**src/rtl/ptr_pkg.sv**
```systemverilog
package ptr_pkg;

  localparam logic [7:0] ADDR_TBLHI = 8'h82;
  localparam logic [7:0] ADDR_PLO   = 8'h83;
  localparam logic [7:0] ADDR_PHI   = 8'h84;
  localparam logic [7:0] ADDR_IND   = 8'hE7;

  typedef enum logic [2:0] {
    TGT_NONE  = 3'd0,
    TGT_TBLHI = 3'd1,
    TGT_PLO   = 3'd2,
    TGT_PHI   = 3'd3,
    TGT_IND   = 3'd4
  } tgt_e;

  function automatic tgt_e decode_addr(input logic [7:0] a);
    case (a)
      ADDR_TBLHI: decode_addr = TGT_TBLHI;
      ADDR_PLO:   decode_addr = TGT_PLO;
      ADDR_PHI:   decode_addr = TGT_PHI;
      ADDR_IND:   decode_addr = TGT_IND;
      default:    decode_addr = TGT_NONE;
    endcase
  endfunction

  // slot 0: table-high, slot 1: low pointer, slot 2: high pointer
  function automatic tgt_e slot_tgt(input int s);
    case (s)
      0:       slot_tgt = TGT_TBLHI;
      1:       slot_tgt = TGT_PLO;
      default: slot_tgt = TGT_PHI;
    endcase
  endfunction

endpackage

```
**src/rtl/ptr_regfile.sv**
```systemverilog
module ptr_regfile
  import ptr_pkg::*;
#(
  parameter int DW = 8
) (
  input  logic          clk,
  input  logic          rst_n,
  input  logic          wr_en,
  input  tgt_e          wr_tgt,
  input  logic [DW-1:0] wdata,
  input  logic          cap_en,
  input  logic [DW-1:0] cap_hi,
  output logic [DW-1:0] tblhi_q,
  output logic [DW-1:0] plo_q,
  output logic [DW-1:0] phi_q
);
  localparam int NSLOT = 3;

  logic [DW-1:0] slot_q [NSLOT];

  for (genvar s = 0; s < NSLOT; s++) begin : g_slot
    if (s == 0) begin : g_tblhi
      // table capture has priority over the register port
      always_ff @(posedge clk) begin
        if (!rst_n)                                  slot_q[s] <= '0;
        else if (cap_en)                             slot_q[s] <= cap_hi;
        else if (wr_en && wr_tgt == slot_tgt(s))     slot_q[s] <= wdata;
      end
    end else begin : g_ptr
      always_ff @(posedge clk) begin
        if (!rst_n)                                  slot_q[s] <= '0;
        else if (wr_en && wr_tgt == slot_tgt(s))     slot_q[s] <= wdata;
      end
    end
  end

  assign tblhi_q = slot_q[0];
  assign plo_q   = slot_q[1];
  assign phi_q   = slot_q[2];
endmodule

```
**src/rtl/ptr_indirect.sv**
```systemverilog
module ptr_indirect #(
  parameter int              DW        = 8,
  parameter int              BANK_BITS = 4,
  parameter int              SYS_BANK  = 0,
  parameter logic [DW-1:0]   SYS_BASE  = 8'h80,
  localparam int             AW        = BANK_BITS + DW
) (
  input  logic [DW-1:0] phi_i,
  input  logic [DW-1:0] plo_i,
  input  logic          acc_wr,
  input  logic          acc_rd,
  input  logic [DW-1:0] wdata,
  output logic [AW-1:0] ram_addr,
  output logic          ram_we,
  output logic          ram_re,
  output logic [DW-1:0] ram_wdata,
  output logic          blocked
);
  logic [BANK_BITS-1:0] bank;

  // upper pointer bits beyond the bank field are dropped
  assign bank      = BANK_BITS'(phi_i);
  assign ram_addr  = {bank, plo_i};
  assign blocked   = (bank == BANK_BITS'(SYS_BANK)) && (plo_i >= SYS_BASE);
  assign ram_we    = acc_wr && !blocked;
  assign ram_re    = acc_rd && !blocked;
  assign ram_wdata = wdata;
endmodule

```
**src/rtl/ptr_table_seq.sv**
```systemverilog
module ptr_table_seq #(
  parameter int DW      = 8,
  parameter int PROG_AW = 12
) (
  input  logic            clk,
  input  logic            rst_n,
  input  logic            start,
  input  logic [DW-1:0]   phi_i,
  input  logic [DW-1:0]   plo_i,
  output logic            rom_re,
  output logic [PROG_AW-1:0] rom_addr,
  input  logic [2*DW-1:0] rom_rdata,
  output logic            busy,
  output logic            cap_en,
  output logic [DW-1:0]   cap_hi,
  output logic            acc_ld_en,
  output logic [DW-1:0]   acc_data
);
  logic          busy_q;
  logic          ld_q;
  logic [DW-1:0] lo_q;
  logic          accept;

  assign accept   = start && !busy_q;
  assign rom_re   = accept;
  assign rom_addr = PROG_AW'({phi_i, plo_i});
  assign cap_en   = busy_q;
  assign cap_hi   = rom_rdata[2*DW-1:DW];

  always_ff @(posedge clk) begin
    if (!rst_n) begin
      busy_q <= 1'b0;
      ld_q   <= 1'b0;
      lo_q   <= '0;
    end else begin
      busy_q <= accept;
      ld_q   <= busy_q;
      if (busy_q) lo_q <= rom_rdata[DW-1:0];
    end
  end

  assign busy      = busy_q;
  assign acc_ld_en = ld_q;
  assign acc_data  = lo_q;
endmodule

```
**src/rtl/ptr_rdmux.sv**
```systemverilog
module ptr_rdmux
  import ptr_pkg::*;
#(
  parameter int DW = 8
) (
  input  logic          clk,
  input  logic          rst_n,
  input  logic          rd_fire,
  input  tgt_e          rd_tgt,
  input  logic          blocked,
  input  logic [DW-1:0] tblhi_i,
  input  logic [DW-1:0] plo_i,
  input  logic [DW-1:0] phi_i,
  input  logic [DW-1:0] ram_rdata,
  output logic          rvalid,
  output logic [DW-1:0] rdata
);
  logic          rvalid_q;
  logic          from_ram_q;
  logic [DW-1:0] snap_q;
  logic [DW-1:0] snap_d;

  always_comb begin
    case (rd_tgt)
      TGT_TBLHI: snap_d = tblhi_i;
      TGT_PLO:   snap_d = plo_i;
      TGT_PHI:   snap_d = phi_i;
      default:   snap_d = '0;
    endcase
  end

  always_ff @(posedge clk) begin
    if (!rst_n) begin
      rvalid_q   <= 1'b0;
      from_ram_q <= 1'b0;
      snap_q     <= '0;
    end else begin
      rvalid_q   <= rd_fire;
      from_ram_q <= rd_fire && (rd_tgt == TGT_IND) && !blocked;
      if (rd_fire) snap_q <= snap_d;
    end
  end

  assign rvalid = rvalid_q;
  assign rdata  = from_ram_q ? ram_rdata : snap_q;
endmodule

```
**src/rtl/ptr_lookup_unit.sv**
```systemverilog
module ptr_lookup_unit
  import ptr_pkg::*;
#(
  parameter int DW        = 8,
  parameter int BANK_BITS = 4,
  parameter int PROG_AW   = 12,
  localparam int RAM_AW   = BANK_BITS + DW
) (
  input  logic               clk,
  input  logic               rst_n,
  input  logic               reg_wr,
  input  logic               reg_rd,
  input  logic [7:0]         reg_addr,
  input  logic [DW-1:0]      reg_wdata,
  output logic               reg_rvalid,
  output logic [DW-1:0]      reg_rdata,
  output logic [RAM_AW-1:0]  ram_addr,
  output logic               ram_we,
  output logic               ram_re,
  output logic [DW-1:0]      ram_wdata,
  input  logic [DW-1:0]      ram_rdata,
  output logic               rom_re,
  output logic [PROG_AW-1:0] rom_addr,
  input  logic [2*DW-1:0]    rom_rdata,
  input  logic               lookup_start,
  output logic               lookup_busy,
  output logic               acc_ld_en,
  output logic [DW-1:0]      acc_data
);
  tgt_e          tgt;
  logic          rd_fire;
  logic          blocked;
  logic          cap_en;
  logic [DW-1:0] cap_hi;
  logic [DW-1:0] tblhi_q, plo_q, phi_q;

  assign tgt     = decode_addr(reg_addr);
  assign rd_fire = reg_rd && !reg_wr;

  ptr_regfile #(.DW(DW)) u_regs (
    .clk     (clk),
    .rst_n   (rst_n),
    .wr_en   (reg_wr),
    .wr_tgt  (tgt),
    .wdata   (reg_wdata),
    .cap_en  (cap_en),
    .cap_hi  (cap_hi),
    .tblhi_q (tblhi_q),
    .plo_q   (plo_q),
    .phi_q   (phi_q)
  );

  ptr_indirect #(.DW(DW), .BANK_BITS(BANK_BITS)) u_ind (
    .phi_i     (phi_q),
    .plo_i     (plo_q),
    .acc_wr    (reg_wr && tgt == TGT_IND),
    .acc_rd    (rd_fire && tgt == TGT_IND),
    .wdata     (reg_wdata),
    .ram_addr  (ram_addr),
    .ram_we    (ram_we),
    .ram_re    (ram_re),
    .ram_wdata (ram_wdata),
    .blocked   (blocked)
  );

  ptr_table_seq #(.DW(DW), .PROG_AW(PROG_AW)) u_tbl (
    .clk       (clk),
    .rst_n     (rst_n),
    .start     (lookup_start),
    .phi_i     (phi_q),
    .plo_i     (plo_q),
    .rom_re    (rom_re),
    .rom_addr  (rom_addr),
    .rom_rdata (rom_rdata),
    .busy      (lookup_busy),
    .cap_en    (cap_en),
    .cap_hi    (cap_hi),
    .acc_ld_en (acc_ld_en),
    .acc_data  (acc_data)
  );

  ptr_rdmux #(.DW(DW)) u_rd (
    .clk       (clk),
    .rst_n     (rst_n),
    .rd_fire   (rd_fire),
    .rd_tgt    (tgt),
    .blocked   (blocked),
    .tblhi_i   (tblhi_q),
    .plo_i     (plo_q),
    .phi_i     (phi_q),
    .ram_rdata (ram_rdata),
    .rvalid    (reg_rvalid),
    .rdata     (reg_rdata)
  );
endmodule

```
**config.mk**
```make
export PLATFORM = sky130hd
export DESIGN_NAME = ptr_lookup_unit
export DESIGN_NICKNAME = d
export VERILOG_FILES = /design/src/rtl/ptr_pkg.sv /design/src/rtl/ptr_regfile.sv /design/src/rtl/ptr_indirect.sv /design/src/rtl/ptr_table_seq.sv /design/src/rtl/ptr_rdmux.sv /design/src/rtl/ptr_lookup_unit.sv
export SDC_FILE = /design/constraint.sdc
export NUM_CORES = 1
export LEC_CHECK = 0
export ABC_AREA = 0
export BUFFER_PORTS_ARGS = -buffer_cell sky130_fd_sc_hd__buf_2
export CORE_ASPECT_RATIO = 1.4
export CORE_UTILIZATION = 51
export CTS_CLUSTER_DIAMETER = 150
export DETAILED_ROUTE_END_ITERATION = 12
export GPL_ROUTABILITY_DRIVEN = 0
export HOLD_SLACK_MARGIN = 0.02
export PLACE_DENSITY = 0.85
export SLEW_MARGIN = 10
export SYNTH_ARGS = -nofsm -noshare
export SYNTH_HDL_FRONTEND = slang
export SYNTH_SLANG_ARGS = --single-unit
```
**constraint.sdc**
```tcl
create_clock -name clk -period 2.8 [get_ports clk]
set_clock_uncertainty 0.05 [all_clocks]
set_input_delay 0 -clock clk [delete_from_list [all_inputs] [get_ports clk]]
set_output_delay 0 -clock clk [all_outputs]
set_load 0.01 [all_outputs]
```
# Yosys cells after proc, flatten, opt, wreduce, memory -nomap -nowiden
# Memories as Yosys holds them, arrays and structs flattened.
# Cells that the tools add are included.
dict set report classes {
  magnitude_cmp 1
  eq_ne 8
  n_mux 21
  bitwise 4
  n_reduce_logical 14
}
# op count
set ops {}
lappend ops {{2-to-1 mux 8 bit} 5}
lappend ops {{equality test 8 bit, second input constant} 4}
lappend ops {{one-hot mux 8 bit (3 select lines)} 1}
lappend ops {{2-to-1 mux 1 bit} 14}
lappend ops {{one-hot mux 3 bit (4 select lines)} 1}
lappend ops {{logical AND 1 bit} 10}
lappend ops {{>= comparator 8 bit, second input constant} 1}
lappend ops {{equality test 3 x 2 -> 1 bit, second input constant} 2}
lappend ops {{zero test 4 bit} 1}
lappend ops {{bitwise OR 1 bit} 4}
lappend ops {{equality test 3 x 1 -> 1 bit, second input constant} 1}
lappend ops {{equality test 3 bit, second input constant} 1}
lappend ops {{zero test 1 bit} 3}
dict set report word_totals {
  reg_bits 20
  mem_bits_rw 24
  inputBits 45
  out_inout_bits 54
  elab_cells 55
  n_memories 1
}
# name words width read_ports rd_clocked_by_memory_dff write_ports line
set mem_list {}
lappend mem_list {u_regs.slot_q 3 8 3 0 3 ptr_regfile.sv:19} ;# logic [DW-1:0] slot_q [NSLOT];

# Longest topological paths before layout
dict set report depth {
  word_depth 9
  depth_mapped 6
}

# By module
# A second synthesis with hierarchy kept.
dict set report hier_totals {
  cells_unflattened 222
  hier_area_um2 2444.8
}
# mod instances cells_each area_each_um2 seq_area_each_um2
set modules_own_cells {}
lappend modules_own_cells {ptr_regfile 1 69 977.2 720.7}
lappend modules_own_cells {ptr_rdmux 1 64 645.6 200.2}
lappend modules_own_cells {ptr_table_seq 1 51 520.5 200.2}
lappend modules_own_cells {ptr_indirect 1 25 198.9 0.0}
lappend modules_own_cells {ptr_lookup_unit 1 13 102.6 0.0}

# Worst setup path before layout
# Ideal clock, no wire load.
dict set report synth_timing {
  path_kind {register -> register}
  start {reg u_tbl.busy_q, in the netlist u_tbl.busy}
  end {mem u_regs.slot_q[0][0], enable pin}
  setup_time_ps 338
  t_arrival_ps 1390
  path_slack_ps 1022
  stages_incl_launch_ff 4
  n_path_buf 2
  synth_period_minus_slack_ps 1778
  path_cell_list {dfxtp_1 clkbuf_1 clkbuf_1 nand3b_1}
}
# item line
set synth_rtl {}
lappend synth_rtl {{start: declaration} ptr_table_seq.sv:19} ;# logic busy_q;
lappend synth_rtl {{start signal: assignment} ptr_table_seq.sv:36} ;# busy_q <= accept;
lappend synth_rtl {{end: declaration} ptr_regfile.sv:19}

==> impl_metrics.toml <==
[placement]
dp.cells = 311
port_buffers = 98
dp.final_hpwl_um = 3450

[worst_setup_path]
rr_endpoint = "u_regs.slot_q[0][5]"
timing.critical_path.arrival_ns = 1.93
timing.critical_path.cells = "dlygate4sd3_1 -> buf_2 -> or2_2 -> nor4b_4 -> nand2_1 -> nand3b_1"
reg2reg_depth = 4
peak_per_stage_delay_on_the_critical_path_ns = 0.57
critPathLaunchType = "input port"
reg2reg_setup_slack_ns = 0.88
worst-path-max-fanout = 9
cpLargestDelayFamily = "simple AND/OR/NAND/NOR gates"
cp.required_ns = 2.70
worstSetupEndpointType = "register"
path_buf_inv = 2
beginning_of_the_worst_register_to_register_path = "u_tbl.busy"
max_stage_delay_cell_worst_path = "dlygate4sd3_1"
worst-setup-path-type = "input port to register"

[cts]
worst_skew_pair.late_latency_ns = 0.29
cts-root-buf = "clkbuf_8"
cts_max_level = 2
cts_buffers = 5
worst_setup_hold_path_clk_slew_ns = 0.08
number_of_cells_upsized_or_downsized_after_cts = 0
clock_path_buffers = 2
cts.hold.buffers_added = 18
post-cts-setup-buffer-count = 0
clock_tree_from_tritoncts = "yes"
clock-sinks = 44

[timing]
min_period_over_period_pct = 72.5
report.final.slew_viol_count = 0
max_clock_freq_mhz = 493
setup_viol = 0
timing.slew.headroom_pct = 64.0
grt_setup_unrepaired = "no"
worst_pin_slew_ns = 0.537
final_hold_viol_count = 0
final.setup.tns_ns = 0
whs_ns = 0.0216
period_needed_ns = 2.03

[routing]
detailroute.wirelength.met3_um = 299
via_count = 1796
routed_wire_length_per_instance_um = 14.3
detailed_route_wirelength_on_metal2_um = 2680
drt-met1-wl_um = 1720
antenna_violating_nets_post_route = 0
drt_drc_violations_left = 5
first_pass_iters = 9
vias_per_cell = 5.33
routed_wl_um = 4820
top_signal_layer_used = "met4"
detail_route.iter0.violations = 79

[global_route]
grt_start_max_net_pins = 26
antenna_found_initial = 0
grt_pass1_vias = 1684
grt_usage_pct = 21.2
globalRoute.totalOverflow = 0
grt_pass1_wl_um = 7530

[hold_path]
worst_hold_path.endpoint = "u_regs.slot_q[0][7]"
hold_path_depth = 3
hold_start = "rom_rdata[15]"
min-delay-path-class = "input port to register"

[final_layout]
multiInputGateArea_um2 = 865
nets = 336
most_used_cells_in_the_layout_excluding_fill_and_tap_cells = "buf_2, edfxtp_1, dfxtp_1"
drive_above_1_share_pct = 41.4
fillers = 313
insertedDiodeCount = 0
seqCellArea_um2 = 1120
layout.cells.most_common = "buf_2"
fin_cells = 337
flow.area_growth_from_synthesis_pct = 26.9
post-route-util_pct = 67.2

[yosys]
seq_area_frac_synth_pct = 50.4
postSynthRegisterBits = 44
synth_cell_type_count = 32
synth_cells = 200
mappedNetlistNets = 245
synth_warnings = 0
postSynthAreaPerCell_um2 = 11.1
syn-cell-area_um2 = 2230

[run_status]
status = "complete, but fails checks"
violations = "DRC"

[floorplan]
rows = 28
design.die.area_um2 = 4640
initial_core_utilization_pct = 52.9
die_y_um = 80.2
pin_count = 99
die_width_um = 57.8
core-area_um2 = 4200

[power_and_ir_drop]
ir_worst_vdd_v = 0.000372
power.density_nw_per_um2 = 455
p_leak_nw = 1.21

[flow_run]
max_cap_viol_count = 0
==> worst register-to-register path, stage by stage (launching register included) <==
cell     delay (ns)
dfxtp_1        0.31
or4b_2         0.71
nor4_4         0.42
a22oi_1        0.14
nor2b_1        0.14
==> worst max path at each step <==
stage / start / to / slack, ns / depth (start not counted)
after floorplan: u_tbl.busy / u_regs.slot_q[0][0] / 1.02 / 3
after global placement: reg_addr[3] / u_regs.slot_q[0][6] / 0.84 / 5
after detailed placement: reg_addr[3] / u_regs.slot_q[0][1] / 0.76 / 5
after CTS: reg_addr[6] / u_regs.slot_q[0][1] / 0.81 / 6
after global routing: reg_addr[6] / u_regs.slot_q[0][1] / 0.68 / 6
final: reg_addr[6] / u_regs.slot_q[0][1] / 0.77 / 6
==> synthesized netlist by cell type <==
library cell / number / share of area (%)
mux2_2: 8 / 4.0
o21ai_1: 8 / 1.8
nor4_4: 1 / 0.96
a22oi_1: 8 / 2.7
o211ai_1: 1 / 0.34
nor2_1: 4 / 0.67
buf_6: 2 / 1.0
or4b_2: 1 / 0.45
dfxtp_1: 20 / 18
nor3b_1: 1 / 0.34
nand2b_1: 1 / 0.28
inv_1: 1 / 0.17
nor4b_4: 1 / 1.1
nand2_1: 13 / 2.2
buf_4: 24 / 8.1
nor4_1: 1 / 0.28
buf_1: 1 / 0.17
clkbuf_1: 8 / 1.3
nand3_1: 2 / 0.45
nand3b_1: 1 / 0.34
and3_1: 2 / 0.56
a2bb2oi_1: 8 / 3.1
edfxtp_1: 24 / 32
or3b_1: 1 / 0.39
a32oi_1: 8 / 3.1
and4_1: 1 / 0.39
nor2b_1: 19 / 5.3
or2_2: 1 / 0.28
mux2i_1: 8 / 3.6
nand4_1: 1 / 0.28
nor3_2: 1 / 0.45
and2_1: 19 / 5.3
==> sequential cells by signal, indices dropped and copies added (netlist names) <==
register / cells
u_rd.snap_q: 8
u_tbl.busy: 1
u_rd.from_ram_q: 1
u_regs.slot_q: 24
u_rd.rvalid: 1
u_tbl.acc_data: 8
u_tbl.acc_ld_en: 1
==> metal layers <==
layer  vias up  GRT usage, %
met5         -             0
met2        77          39.9
met3        10          4.03
met4         0          9.29
met1       831          22.3
li1        878             -
==> cells by family (layout without fill, tap and decap cells) <==
group / Yosys count / after routing / share of synthesized area, %
compound gates: 33 / 33 / 11.1
flops: 44 / 44 / 50.4
simple gates: 71 / 71 / 20.1
mux: 16 / 16 / 7.65
buf+inv: 36 / 128 / 10.8
==> power breakdown <==
part	switching, mW	leakage, nW	internal (mW)
registers	0.0152	0.400	0.707
clock network	0.209	0.0412	0.174
logic	0.0897	0.771	0.0896
total	0.314	1.21	0.971
==> layout make-up <==
class                      instances  share of cell area [%]
clock buffer                       6                    2.57
clock inverter                     2                   0.443
inverter                           1                   0.133
multi-input combinational        120                    30.6
sequential                        44                    39.7
tap                               45                    1.99
timing repair buffer             119                    24.5
==> through the flow <==
stage                     cell area [um2]  total power, mW  worst slack, ns
final                                2820             1.28            0.771
after global routing                 2820             1.33            0.677
after CTS                            2820             1.29            0.807
after detailed placement             2560            0.896            0.762
after global placement               2560            0.892            0.840
after floorplan                      2230            0.839             1.02
Note: power is estimated with default switching activity, not from simulation.
